===== src/rtl/sps_pkg.sv =====
package sps_pkg;
    localparam int unsigned SPS_STATE_W     = 6;
    localparam int unsigned SPS_SYNC_STAGES = 2;

    // Edge detector result handed to the counter and the sample checker
    typedef struct packed {
        logic pulse;       // one-cycle sync pulse
        logic next_level;  // newer synchronizer sample, one cycle ahead
    } sps_edge_t;
endpackage


===== src/rtl/sps_sync_edge.sv =====
module sps_sync_edge #(
    parameter int unsigned STAGES = sps_pkg::SPS_SYNC_STAGES  // must be at least 2
) (
    input  logic              clk,
    input  logic              rst_n,
    input  logic              sync_raw,
    input  logic              rx_enable,
    output sps_pkg::sps_edge_t edge_o
);
    localparam int unsigned CHAIN_W = STAGES + 1;

    typedef struct packed {
        logic [CHAIN_W-1:0] chain;
    } edge_st_t;

    edge_st_t st_d, st_q;

    always_comb begin
        st_d       = st_q;
        st_d.chain = {st_q.chain[CHAIN_W-2:0], sync_raw};
    end

    always_ff @(posedge clk or negedge rst_n) begin
        if (!rst_n) begin
            st_q <= '0;
        end else begin
            st_q <= st_d;
        end
    end

    logic synced_lvl, history_lvl;
    assign synced_lvl  = st_q.chain[STAGES-1];
    assign history_lvl = st_q.chain[STAGES];

    assign edge_o.pulse      = rx_enable & synced_lvl & ~history_lvl;
    assign edge_o.next_level = st_q.chain[STAGES-2];

    // a pulse never lasts more than one cycle
    assert_pulse_single_R3: assert property (@(posedge clk) disable iff (!rst_n)
        edge_o.pulse |=> !edge_o.pulse);
endmodule


===== src/rtl/sps_state_counter.sv =====
module sps_state_counter #(
    parameter int unsigned STATE_W = sps_pkg::SPS_STATE_W
) (
    input  logic               clk,
    input  logic               rst_n,
    input  logic               load,
    input  logic [STATE_W-1:0] preset,
    output logic [STATE_W-1:0] state_o,
    output logic               zero_o
);
    typedef struct packed {
        logic [STATE_W-1:0] cnt;
        logic               zero;
    } cnt_st_t;

    cnt_st_t st_d, st_q;

    always_comb begin
        st_d = st_q;
        if (load) begin
            st_d.cnt = preset;
        end else begin
            st_d.cnt = STATE_W'(st_q.cnt + 1'b1);
        end
        st_d.zero = (st_d.cnt == '0);
    end

    always_ff @(posedge clk or negedge rst_n) begin
        if (!rst_n) begin
            st_q.cnt  <= '0;
            st_q.zero <= 1'b1;
        end else begin
            st_q <= st_d;
        end
    end

    assign state_o = st_q.cnt;
    assign zero_o  = st_q.zero;

    assert_load_R4: assert property (@(posedge clk) disable iff (!rst_n)
        load |=> state_o == $past(preset));

    assert_step_R5: assert property (@(posedge clk) disable iff (!rst_n)
        !load |=> state_o == STATE_W'($past(state_o) + 1'b1));

    assert_zero_R7: assert property (@(posedge clk) disable iff (!rst_n)
        zero_o == (state_o == '0));
endmodule


===== src/rtl/sps_sample_check.sv =====
module sps_sample_check (
    input  logic clk,
    input  logic rst_n,
    input  logic pulse,
    input  logic next_level,
    input  logic chk_off,
    input  logic err_clear,
    output logic err_o
);
    typedef struct packed {
        logic err;
    } chk_st_t;

    chk_st_t st_d, st_q;
    logic    bad_sample;

    // a pulse whose following sample has already dropped was caught unreliably
    assign bad_sample = pulse & ~next_level & ~chk_off;

    always_comb begin
        st_d = st_q;
        if (err_clear) begin
            st_d.err = 1'b0;
        end
        if (bad_sample) begin
            st_d.err = 1'b1;
        end
    end

    always_ff @(posedge clk or negedge rst_n) begin
        if (!rst_n) begin
            st_q <= '0;
        end else begin
            st_q <= st_d;
        end
    end

    assign err_o = st_q.err;

    assert_sticky_R8: assert property (@(posedge clk) disable iff (!rst_n)
        err_o && !err_clear |=> err_o);

    assert_clear_R9: assert property (@(posedge clk) disable iff (!rst_n)
        err_clear && !pulse |=> !err_o);
endmodule


===== src/rtl/sps_clock_state_gen.sv =====
module sps_clock_state_gen #(
    parameter int unsigned STATE_W     = sps_pkg::SPS_STATE_W,
    parameter int unsigned SYNC_STAGES = sps_pkg::SPS_SYNC_STAGES
) (
    input  logic               clk,
    input  logic               rst_n,
    input  logic               sync_in,
    input  logic               rx_enable,
    input  logic               chk_off,
    input  logic               err_clear,
    input  logic [STATE_W-1:0] preset_word,
    output logic [STATE_W-1:0] state_o,
    output logic               sync_pulse_o,
    output logic               phase_zero_o,
    output logic               sample_err_o
);
    sps_pkg::sps_edge_t edge_info;

    sps_sync_edge #(.STAGES(SYNC_STAGES)) i_edge (
        .clk       (clk),
        .rst_n     (rst_n),
        .sync_raw  (sync_in),
        .rx_enable (rx_enable),
        .edge_o    (edge_info)
    );

    sps_state_counter #(.STATE_W(STATE_W)) i_counter (
        .clk     (clk),
        .rst_n   (rst_n),
        .load    (edge_info.pulse),
        .preset  (preset_word),
        .state_o (state_o),
        .zero_o  (phase_zero_o)
    );

    sps_sample_check i_check (
        .clk        (clk),
        .rst_n      (rst_n),
        .pulse      (edge_info.pulse),
        .next_level (edge_info.next_level),
        .chk_off    (chk_off),
        .err_clear  (err_clear),
        .err_o      (sample_err_o)
    );

    assign sync_pulse_o = edge_info.pulse;
endmodule


===== config.mk =====
export PLATFORM = sky130hd
export DESIGN_NAME = sps_clock_state_gen
export DESIGN_NICKNAME = d
export VERILOG_FILES = /design/src/rtl/sps_pkg.sv /design/src/rtl/sps_sync_edge.sv /design/src/rtl/sps_state_counter.sv /design/src/rtl/sps_sample_check.sv /design/src/rtl/sps_clock_state_gen.sv
export SDC_FILE = /design/constraint.sdc
export NUM_CORES = 1
export LEC_CHECK = 0
export BUFFER_PORTS_ARGS = -buffer_cell sky130_fd_sc_hd__buf_2
export CORE_AREA = 2 2 39 41
export CTS_CLUSTER_SIZE = 25
export DETAILED_ROUTE_END_ITERATION = 8
export DIE_AREA = 0 0 41 43
export HOLD_SLACK_MARGIN = 0.08
export PLACE_DENSITY_LB_ADDON = 0.3
export RECOVER_POWER = 50
export SYNTH_ARGS = -nofsm -noshare
export SYNTH_HDL_FRONTEND = slang
export SYNTH_SLANG_ARGS = --single-unit

===== constraint.sdc =====
create_clock -name clk -period 2.2 [get_ports clk]
set_input_delay 0.33 -clock clk [delete_from_list [all_inputs] [get_ports clk]]
set_output_delay 0.33 -clock clk [all_outputs]
set_load 0.05 [all_outputs]

== Word-level counts from Yosys, hierarchy flattened ==
Cells that the tools add are included.
Word-level totals
  input bits: 12
  latch bits: 0
  word-level logic and storage cells: 17
  output and inout port bits: 9
  memories kept: 0
  register bits after elaboration: 11
  bits in writable memories: 0
  memory bits (read-only): 0
Operators by class
  shifts and indexed selects: 0
  $mul: 0
  reduce and logical (&&, ||, !) cells: 2
  $add $sub $neg: 1
  $lt $le $gt $ge: 0
  divide/modulo/power cells: 0
  eq/ne operators: 0
  bitwise gates (word level): 7
  mux-type cells: 3
Operators with widths (count)
  adder 6 x 1 -> 6 bit (second input constant): 1
  zero test 6 bit: 1
  two-way mux 6 bit: 1
  bitwise AND 1 bit: 4
  inverter 1 bit: 3
  two-way mux 1 bit: 2
  nonzero test 2 bit: 1

== Depth between registers and ports, before layout ==
Gate-level depths: netlist of the first run.
  depth in word-level cells: 5
  depth in mapped cells: 5
  depth with buffers taken out: 5

== Modules after synthesis ==
A second synthesis of the first run with hierarchy kept.
Second synthesis, totals
  cell total of the unflattened synthesis: 44
  area total of the unflattened synthesis: 511.7 sq um
By module, submodules not included
  sps_state_counter: times used 1, area each 371.6 sq um, cells an instance 35, seq. area each 176.4 sq um
  sps_sync_edge: times used 1, area each 91.3 sq um, cells an instance 5, seq. area each 75.1 sq um
  sps_sample_check: times used 1, area each 48.8 sq um, cells an instance 4, seq. area each 25.0 sq um

== Least setup slack after synthesis of the first run ==
Ideal clock, no wire load.
  path kind: register to register
  start point: register i_counter.st_q (netlist bit i_counter.state_o[0])
  end point: register i_counter.st_q (netlist bit i_counter.zero_o)
  path buffers: 0
  data arrival time: 1.627 ns
  slack: 0.468 ns
  cell stages (with the launch flop): 6
  setup time: 0.105 ns
  cell sequence: dfrtp_1 ha_1 nand3_1 xor2_1 nand4_1 a2111oi_2
RTL lines
  start: declaration: line sps_state_counter.sv:16  | cnt_st_t st_d, st_q;
  start signal: assignment: line sps_state_counter.sv:33  | st_q <= st_d;

== Worst setup path in the final report of the first run ==
  start point: register i_edge.st_q[2] in the netlist's numbering
  end point: output port sync_pulse_o
On the way
  longest elaborated chain between the ends: 2
RTL lines
  start: declaration: line sps_sync_edge.sv:16  | edge_st_t st_d, st_q;
  start signal: assignment: line sps_sync_edge.sv:27  | st_q <= st_d;
  inverter 1 bit: line sps_sync_edge.sv:35  | assign edge_o.pulse = rx_enable & synced_lvl & ~history_lvl;
  bitwise AND 1 bit: line sps_sync_edge.sv:35
  end: declaration: line sps_clock_state_gen.sv:13  | output logic sync_pulse_o,
Every way passes these cells.

==> results of run 1 <==
cells in the mapped netlist:
| master | n |
|---|---|
| nand2_1 | 1 |
| inv_1 | 3 |
| xor2_1 | 1 |
| a21oi_1 | 3 |
| xnor2_1 | 2 |
| ha_1 | 1 |
| nand4_1 | 1 |
| dfstp_2 | 1 |
| o32ai_1 | 1 |
| a2111oi_2 | 1 |
| o21ai_0 | 1 |
| nor2_1 | 4 |
| or3_1 | 2 |
| dfrtp_1 | 10 |
| buf_2 | 1 |
| nand3_1 | 1 |
| nand3_2 | 1 |
| nor3_1 | 1 |
| mux2_2 | 2 |
| a31oi_1 | 2 |
| nand3b_4 | 1 |
power breakdown:
part / switching, mW / internal [mW]
Sequential: 0.0517 / 0.259
Combinational: 0.299 / 0.128
Clock: 0.0735 / 0.0704
logic make-up (layout without fill, tap and decap cells):
group	count (synthesis)	after routing	synth area share
AOI/OAI and AO/OA	8	8	0.115
xor gates and xnor gates	3	3	0.0539
adders and majority gates	1	1	0.0256
buffers and inverters	4	28	0.0333
DFF	11	11	0.567
muxes	2	2	0.0462
and+or+nand+nor	12	12	0.159
through the flow:
step / util / cell area [um2] / power (mW) / setup WS, ns / std cells
2_1_floorplan: - / 488 / 0.645 / 0.468 / 41
3_3_place_gp: 0.436 / 603 / 0.739 / 0.699 / 76
3_5_place_dp: 0.436 / 603 / 0.744 / 0.677 / 76
4_1_cts: 0.462 / 639 / 0.890 / 0.605 / 81
5_1_grt: 0.461 / 638 / 0.938 / 0.544 / 81
6_report: 0.461 / 638 / 0.882 / 0.622 / 81
worst paths after layout:
check,endpoint,cells past startpoint
worst max-delay path,sync_pulse_o,3
worst min-delay path,i_edge.st_q[0],1
worst max register to register,i_counter.zero_o,5
worst min register to register,i_edge.st_q[1],0
max in group asynchronous,i_edge.st_q[1],2
min in group asynchronous,i_counter.state_o[1],2
layer usage:
metal | track usage | vias up | part of all wire
met1 | 0.169 | 185 | 0.40
met4 | 0.160 | 0 | 0.049
met5 | 0 | - | 0
met3 | 0.0314 | 5 | 0.049
met2 | 0.225 | 12 | 0.50
li1 | - | 193 | -
registers in the layout (all words and copies together) (netlist names):
name	flops
i_counter.state_o	6
i_check.err_o	1
i_edge.st_q	3
i_counter.zero_o	1
final cells by class:
class | count | area [um2] | area share
tap | 16 | 20.0 | 0.0314
inverter | 3 | 11.3 | 0.0176
clock buffer | 4 | 26.3 | 0.0412
multi-input combinational | 26 | 195 | 0.306
sequential | 11 | 277 | 0.433
timing repair buffer | 21 | 109 | 0.171
==> summary.txt, run 1 <==
STA
  • Fmax: around 0.63 GHz
  • Final Setup Violations: 0
  • Worst clock skew: roughly 0.0033 ns
  • Unrepaired setup endpoints after global routing: false
  • Setup tns final: 0 ns
  • Actual slew at the worst max-slew pin: between 0.5 and 0.6 ns
  • Rel. slew slack: 0.610
  • Fin crit period: about 1.6 ns
  • Slew Limit Fails: 0
  • Final hold viol count: 0
  • Crit share post-route: 0.717
  • Final Hold Slack: between 0.15 and 0.2 ns

Synth
  • Largest cells by area after synthesis: dfrtp_1 51%, dfstp_2 5.4%, mux2_2 4.6%, nand3b_4 4.1%, xnor2_1 3.6%
  • Most area-hungry cell type in the Yosys netlist: dfrtp_1
  • Post-synthesis sequential element count: 11
  • Synth unique cells: 21
  • Mapped Cells: 41
  • Synth top area share: 0.513
  • Mapped Nets: between 50 and 60
  • Post-Syn Area: approximately 500 um2
  • Mapped Avg Cell Area: between 10 and 15 um2
  • Seq/Total Area, Yosys: 0.567
  • Synth warn: 0

Route
  • Vias per inst: ~5
  • Routed WL: 1.01 mm
  • Iteration-0 DRC Markers: 5
  • Antenna-violating nets left: 0
  • DRC Markers: 0
  • DR WL/cell: roughly 12 um
  • DR pass1 iterations: 3
  • Via count: 395

Setup path
  • CP max stage cell: dfrtp_1
  • Startpoint class of the critical path: register
  • FF-to-FF setup slack: around 0.67 ns
  • Crit-path cells: nand3b_4, inv_1, buf_2
  • CP Data Required Time: ~1.9 ns
  • WP data arrival: between 1 and 1.5 ns
  • Max stage delay on crit path: 0.38 ns
  • Worst reg2reg startpoint: i_counter.state_o[0]
  • CP Class: reg2out
  • CP Max Fanout: 16
  • Crit path from: i_edge.st_q[2]
  • Setup crit end kind: output port
  • CP bufs+invs: 2
  • CP top delay family: flip-flops

Run status
  • Outcome: complete, no violations

GRT
  • Vias in the first global route: ~390
  • GRT Total Usage: 0.155
  • First-pass GRT wire length: 1.68 mm
  • Initial antenna violation count: 0
  • Congestion Overflow GR: 0
  • Largest net degree at the start of global routing: 17

Job
  • MaxCap Viol Count: 0

CTS
  • Clock sink count: 11
  • Cts hold-fix bufs: 1
  • CTS resizes: 0
  • CTS tree: done
  • Clock Root Buffer: clkbuf_4
  • H-tree levels: 1
  • CTS Buffer Depth: 2
  • Clk slew on worst S/H paths: 0.07 ns
  • CTS buffer count: 3
  • Post-CTS Setup Repair Bufs: 0
  • Clk Latency, worst-skew pair: 0.28 ns

Die
  • Die X: 41 um
  • # rows: 14
  • IO Pins: 21
  • Die Height: roughly 43 um
  • Starting Density: 0.353
  • Core area: ~1400 um2
  • Die area: 1760 um2

Power
  • Total power divided by cell area: ~1400 nW/um2
  • VDD IR max: approximately 0.6 mV
  • Static leakage: about 0.31 nW

Place
  • I/O Buffers: 20
  • Post-DP HPWL: slightly below 800 um
  • RePlAce Congestion: about 0.74

Worst hold path
  • Worst min-delay path category: in2reg
  • Worst hold start: sync_in

Finish
  • Fraction of layout cells with a size suffix above 1: 0.431
  • Synth-to-Final Area Change: 30.8%
  • Commonest cells after routing, fill and taps aside: 19 x buf_2, 10 x dfrtp_1, 4 x nor2_1
  • Nets: 79
  • Fillers: 141
  • Diodes inserted: 0
  • Leading cell type in the layout, fill and taps excluded: buf_2
(Power assumes the default switching activity.)
==> run 2, diff against run 1 <==
==> constraint.sdc (replaced) <==
create_clock -name clk -period 1.3 [get_ports clk]
set_input_delay 0.195 -clock clk [delete_from_list [all_inputs] [get_ports clk]]
set_output_delay 0.195 -clock clk [all_outputs]
set_load 0.05 [all_outputs]
==> run 2 against run 1 <==
Against the previous run:
- the flow now finishes with violations (setup timing)
- setup slack worse by 0.74 ns
- critical path depth up 2
- combinational power up 140%
- sequential power up 81%
- non-clock buffer count up 12
- critical path type is now reg2reg
- largest cell class unchanged
==> summary.txt, run 2 (synthesis results as in run 1) <==
Run status
  • Outcome: complete, but fails checks (was complete, no violations)
  • Failing checks: setup timing

STA
  • Final hold viol count: 0 (unchanged)
  • Actual slew at the worst max-slew pin: 0.621 ns (was 0.584 ns)
  • Worst clock skew: 0.00166 ns (was 0.00335 ns)
  • Final WS setup: -0.121 ns (was 0.622 ns)
  • Rel. slew slack: 0.586 (was 0.610)
  • Final Setup Violations: 3 (was 0)
  • Slew Limit Fails: 0 (unchanged)
  • Unrepaired setup endpoints after global routing: true (was false)
  • Fmax: ~0.7 GHz
  • Crit share post-route: 1.09
  • Fin crit period: ~1.4 ns

Die
  • Core area: 1380 um2 (unchanged)
  • IO Pins: 21 (unchanged)
  • Starting Density: 0.353 (unchanged)
  • Die Height: 43 um (unchanged)
  • Die area: 1760 um2 (unchanged)
  • Die X: 41 um (unchanged)
  • # rows: 14 (unchanged)

CTS
  • CTS tree: done (unchanged)
  • CTS buffer count: 3 (unchanged)
  • Clk Latency, worst-skew pair: 0.27 ns (was 0.28 ns)
  • H-tree levels: 1 (unchanged)
  • Clock Root Buffer: clkbuf_4 (unchanged)
  • CTS Buffer Depth: 2 (unchanged)
  • Clock sink count: 11 (unchanged)
  • Clk slew on worst S/H paths: 0.07 ns (about the same)

Route
  • Vias per inst: 4.94 (was 4.88)
  • Routed met2 length: 677 um (was 505 um)
  • Antenna-violating nets left: 0 (unchanged)
  • Iteration-0 DRC Markers: 1 (was 5)
  • Top routing layer in use: met4 (unchanged)
  • Met3 wire length: 61 um (was 50 um)
  • Metal-1 WL: 431 um (was 405 um)
  • Routed WL: 1.21 mm (was 1.01 mm)
  • DR pass1 iterations: 5 (was 3)
  • DR WL/cell: 13.0 um (was 12.5 um)
  • DRC Markers: 0 (unchanged)
  • Via count: 459 (was 395)

Finish
  • Leading cell type in the layout, fill and taps excluded: buf_2 (unchanged)
  • Synth-to-Final Area Change: 63.3% (was 30.8%)
  • Commonest cells after routing, fill and taps aside: 18 x buf_2, 10 x buf_4, 6 x dfrtp_1 (was 19 x buf_2, 10 x dfrtp_1, 4 x nor2_1)
  • Max reg flops: 6 (unchanged)
  • Non-Filler Instances: 93 (was 81)
  • Final core occ: 0.576 (was 0.461)
  • Nets: 91 (was 79)
  • Fraction of layout cells with a size suffix above 1: 0.636 (was 0.431)
  • Fillers: 125 (was 141)
  • Diodes inserted: 0 (unchanged)

Setup path
  • Startpoint class of the critical path: register (unchanged)
  • Crit-path cells: ha_4, nand3_2, xor2_2, nand4_1, a2111oi_4 (was nand3b_4, inv_1, buf_2)
  • FF-to-FF setup slack: -0.12 ns (was 0.67 ns)
  • CP max stage cell: dfrtp_2 (was dfrtp_1)
  • Max stage delay on crit path: 0.43 ns (was 0.38 ns)
  • Setup crit end kind: register (was output port)
  • CP Data Required Time: 1.47 ns (was 1.87 ns)
  • CP Max Fanout: 3 (was 16)
  • WP data arrival: 1.59 ns (was 1.25 ns)
  • CP Class: reg2reg (was reg2out)

Power
  • Total power divided by cell area: 2280 nW/um2 (was 1380 nW/um2)
  • VDD IR max: 1.05 mV (was 0.596 mV)
  • Total chip power: 1.82 mW (was 0.882 mW)
  • Static leakage: 0.364 nW (was 0.308 nW)

GRT
  • GRT Total Usage: 0.181 (was 0.155)
  • Largest net degree at the start of global routing: 12 (was 17)
  • Congestion Overflow GR: 0 (unchanged)
  • Vias in the first global route: 497 (was 386)
  • Initial antenna violation count: 0 (unchanged)
  • First-pass GRT wire length: 2.02 mm (was 1.68 mm)

Place
  • Post-DP HPWL: 788 um (was 785 um)
  • I/O Buffers: 20 (unchanged)
  • Post-Place Cells: 81 (was 76)
  • RePlAce Congestion: 0.705 (was 0.737)

Job
  • MaxCap Viol Count: 0 (unchanged)

Worst hold path
  • Worst min-delay path category: in2reg (unchanged)
-- run 2: cell types whose count changed in the layout (fill, tap and decap cells not counted), moves of 2 or more --
cell	previous run	this run
a21oi_1	3	1
dfrtp_1	10	6
a21oi_2	0	2
dfrtp_2	0	4
buf_4	0	10
-- run 2: timing repair --
item                       4_1_cts  5_1_grt
hold buffers                     2        0
hold endpoints to repair        12        0
resized for setup                9        3
pin swaps                        2        3
setup buffers                    6        0
setup endpoints to repair        2        4
-- run 2: per-stage QoR --
stage | hold WS, ns | cell area [um2] | TNS (ns) | setup slack (ns)
after global placement | 0.0746 | 658 | -0.0728 | -0.0728
after floorplan | -0.101 | 505 | -0.197 | -0.197
after global routing | 0.101 | 797 | -0.378 | -0.182
final | 0.0964 | 797 | -0.218 | -0.121
after CTS | 0.0978 | 779 | -0.252 | -0.160
after detailed placement | 0.0772 | 658 | -0.167 | -0.167
-- run 2: worst max-delay path, delay by kind of cell, from the launching register on --
| kind | cells | cell delay, ns |
|---|---|---|
| xor gates and xnor gates | 1 | 0.17 |
| adders and majority gates | 1 | 0.17 |
| DFF | 1 | 0.43 |
| and+or+nand+nor | 2 | 0.24 |
| AOI/OAI and AO/OA | 1 | 0.31 |
-- run 2: final cells by class --
cell class	instances	area [um2]	share of cell area
well taps	16	20.0	0.0251
flip-flops and latches	11	282	0.353
inverters	3	13.8	0.0173
clock buffers	4	26.3	0.0330
repair buffers	33	215	0.270
multi-input cells	26	240	0.301
-- run 2: worst paths after layout --
path	from	endpoint	cells after the start
hold reg to reg	i_edge.st_q[0]	i_edge.st_q[1]	0
min in group asynchronous	rst_n	i_counter.state_o[1]	2
setup / recovery	i_counter.state_o[0]	i_counter.zero_o	5
hold / removal	err_clear	i_check.err_o	2
setup reg to reg	i_counter.state_o[0]	i_counter.zero_o	5
max in group asynchronous	rst_n	i_counter.state_o[3]	2
-- run 2: power by group --
| part | switching (mW) | leakage [nW] | internal [mW] |
|---|---|---|---|
| clock | 0.112 | 0.0150 | 0.119 |
| sequential | 0.112 | 0.124 | 0.450 |
| combinational | 0.610 | 0.225 | 0.414 |
-- run 2: routing by layer --
metal / up-vias / global-route usage
met5: - / 0
met2: 14 / 0.309
li1: 217 / -
met1: 224 / 0.185
met4: 0 / 0.120
met3: 4 / 0.0314
==> run 3, diff against run 2 <==
--- a/config.mk
+++ b/config.mk
@@ -11,8 +11,10 @@
 export DETAILED_ROUTE_END_ITERATION = 8
 export DIE_AREA = 0 0 41 43
 export HOLD_SLACK_MARGIN = 0.08
+export MAX_ROUTING_LAYER = met4
 export PLACE_DENSITY_LB_ADDON = 0.3
 export RECOVER_POWER = 50
+export REMOVE_ABC_BUFFERS = 1
 export SYNTH_ARGS = -nofsm -noshare
 export SYNTH_HDL_FRONTEND = slang
 export SYNTH_SLANG_ARGS = --single-unit
==> run 3 against run 2 <==
Against the previous run:
- the run still ends with setup timing left
- sequential power decreased by 6.6%
- combinational power barely moved
- critical path type unchanged
- worst hold slack improved by 0.0072 ns
- die area stayed put
- largest cell class unchanged
- global-route usage is 2.0 points lower
- first-iteration DRC count grew 100%
- clock power down 4%
- wire length down 9.1%
- core utilization down 1.3 points
- non-clock buffer count decreased by 2
- sequential cell count stayed put
- critical endpoint unchanged
==> summary.txt, run 3 (synthesis results as in run 1) <==
Run status
  • Outcome: complete, but fails checks (unchanged)
  • Failing checks: setup timing (unchanged)

Power
  • VDD IR max: 1.03 mV (was 1.05 mV)
  • Total chip power: 1.75 mW (was 1.82 mW)
  • Static leakage: 0.368 nW (was 0.364 nW)
  • Total power divided by cell area: 2240 nW/um2 (was 2280 nW/um2)

CTS
  • Clk Latency, worst-skew pair: 0.26 ns (was 0.27 ns)
  • Clock sink count: 11 (unchanged)
  • CTS tree: done (unchanged)
  • Clk slew on worst S/H paths: 0.07 ns (about the same)
  • CTS buffer count: 3 (unchanged)
  • Clock Root Buffer: clkbuf_4 (unchanged)
  • H-tree levels: 1 (unchanged)
  • CTS Buffer Depth: 2 (unchanged)

STA
  • Crit share post-route: 1.09 (about the same)
  • Slew Limit Fails: 0 (unchanged)
  • Rel. slew slack: 0.608 (was 0.586)
  • Final hold viol count: 0 (unchanged)
  • Fin crit period: 1.42 ns (about the same)
  • Final Setup Violations: 2 (was 3)
  • Fmax: 0.705 GHz (was 0.704 GHz)
  • Actual slew at the worst max-slew pin: 0.588 ns (was 0.621 ns)
  • Unrepaired setup endpoints after global routing: true (unchanged)
  • Final WS setup: -0.118 ns (was -0.121 ns)
  • Worst clock skew: 0.00109 ns (was 0.00166 ns)

Die
  • Die X: 41 um (unchanged)
  • Core area: 1380 um2 (unchanged)
  • Die Height: 43 um (unchanged)
  • # rows: 14 (unchanged)
  • Die area: 1760 um2 (unchanged)
  • Starting Density: 0.353 (unchanged)
  • IO Pins: 21 (unchanged)

Route
  • Routed WL: 1.10 mm (was 1.21 mm)
  • DR WL/cell: 12.0 um (was 13.0 um)
  • DRC Markers: 0 (unchanged)
  • Antenna-violating nets left: 0 (unchanged)
  • Via count: 432 (was 459)
  • Iteration-0 DRC Markers: 2 (was 1)
  • Vias per inst: 4.75 (was 4.94)
  • DR pass1 iterations: 3 (was 5)

Setup path
  • Setup crit end kind: register (unchanged)
  • CP Class: reg2reg (unchanged)
  • WP data arrival: 1.58 ns (was 1.59 ns)
  • CP Data Required Time: 1.46 ns (was 1.47 ns)
  • Register-to-Register Path Depth: 5 (unchanged)
  • FF-to-FF setup slack: -0.12 ns (about the same)
  • Startpoint class of the critical path: register (unchanged)
  • CP Max Fanout: 2 (was 3)

Finish
  • Diodes inserted: 0 (unchanged)
  • Max reg flops: 6 (unchanged)
  • Multi-input gate area: 226 um2 (was 240 um2)
  • Fillers: 126 (was 125)
  • Leading cell type in the layout, fill and taps excluded: buf_2 (unchanged)
  • Synth-to-Final Area Change: 59.7% (was 63.3%)
  • Storage element area: 277 um2 (was 282 um2)
  • Fraction of layout cells with a size suffix above 1: 0.560 (was 0.636)
  • Nets: 89 (was 91)
  • Commonest cells after routing, fill and taps aside: 18 x buf_2, 10 x dfrtp_1, 6 x buf_4 (was 18 x buf_2, 10 x buf_4, 6 x dfrtp_1)

Place
  • Pre-CTS setup slack: -0.136 ns (was -0.167 ns)
  • Post-DP HPWL: 797 um (was 788 um)
  • I/O Buffers: 20 (unchanged)
  • RePlAce Congestion: 0.756 (was 0.705)

Worst hold path
  • Worst min-delay path category: in2reg (unchanged)
  • WHS Path Cells: 2 (unchanged)

GRT
  • Initial antenna violation count: 0 (unchanged)
  • Largest net degree at the start of global routing: 12 (unchanged)
  • First-pass GRT wire length: 1.85 mm (was 2.02 mm)
  • GRT Total Usage: 0.161 (was 0.181)
  • Vias in the first global route: 451 (was 497)
  • Congestion Overflow GR: 0 (unchanged)

Job
  • MaxCap Viol Count: 0 (unchanged)
==> run 3: cell count changes in the layout (fill, tap and decap cells not counted) <==
cell	before	now
buf_12	0	1
buf_4	10	6
buf_6	1	2
dfrtp_1	6	10
dfrtp_2	4	0
ha_2	0	1
ha_4	1	0
mux2_2	2	1
mux2_4	0	1
xor2_1	0	1
xor2_2	1	0
==> run 3: path summary, 6_finish.rpt <==
kind	from	to
max in group asynchronous	rst_n	i_counter.state_o[5]
min in group asynchronous	rst_n	i_check.err_o
hold / removal	err_clear	i_check.err_o
setup / recovery	i_counter.state_o[1]	i_counter.zero_o
hold reg to reg	i_edge.st_q[0]	i_edge.st_q[1]
setup reg to reg	i_counter.state_o[1]	i_counter.zero_o
==> run 3: what timing repair did <==
action                     CTS  global route
resized for setup           11             4
hold buffers                 2             0
gates cloned                 0             0
setup buffers                3             1
pin swaps                    4             4
setup endpoints to repair    2             4
hold endpoints to repair    12             0
==> run 3: metrics by stage <==
stage	cell area, um2	cells	setup TNS, ns	util	hold slack [ns]
after floorplan	483	40	-0.873	-	-0.101
after global placement	648	82	-0.0882	0.468	0.0772
after detailed placement	648	82	-0.136	0.468	0.0776
after CTS	749	91	-0.159	0.542	0.100
after global routing	779	91	-0.279	0.563	0.105
final	779	91	-0.133	0.563	0.104
==> run 3: cell type report <==
| type | count | area share |
|---|---|---|
| inverters | 3 | 0.0177 |
| multi-input cells | 26 | 0.291 |
| flip-flops and latches | 11 | 0.355 |
| repair buffers | 31 | 0.278 |
| clock buffers | 4 | 0.0337 |
| well taps | 16 | 0.0257 |
==> run 3: where the power goes <==
group / total [mW] / switching, mW / internal (mW) / leakage [nW]
registers: 0.525 / 0.0865 / 0.439 / 0.128
clock network: 0.222 / 0.104 / 0.118 / 0.0150
logic: 1.00 / 0.608 / 0.393 / 0.225
total: 1.75 / 0.799 / 0.950 / 0.368
==> run 3: per-layer routing <==
| metal | vias up | track usage | share of wire |
|---|---|---|---|
| met5 | - | - | 0 |
| met2 | 10 | 0.250 | 0.52 |
| met1 | 205 | 0.199 | 0.43 |
| met4 | 0 | 0.0600 | 0 |
| met3 | 0 | 0.0314 | 0.052 |
| li1 | 217 | - | - |
==> run 3: critical path: stages (launching register included) <==
cell and delay [ns]:
dfrtp_1 0.38, ha_2 0.21, buf_4 0.13, xnor2_1 0.17, a21oi_2 0.11, a2111oi_4 0.32
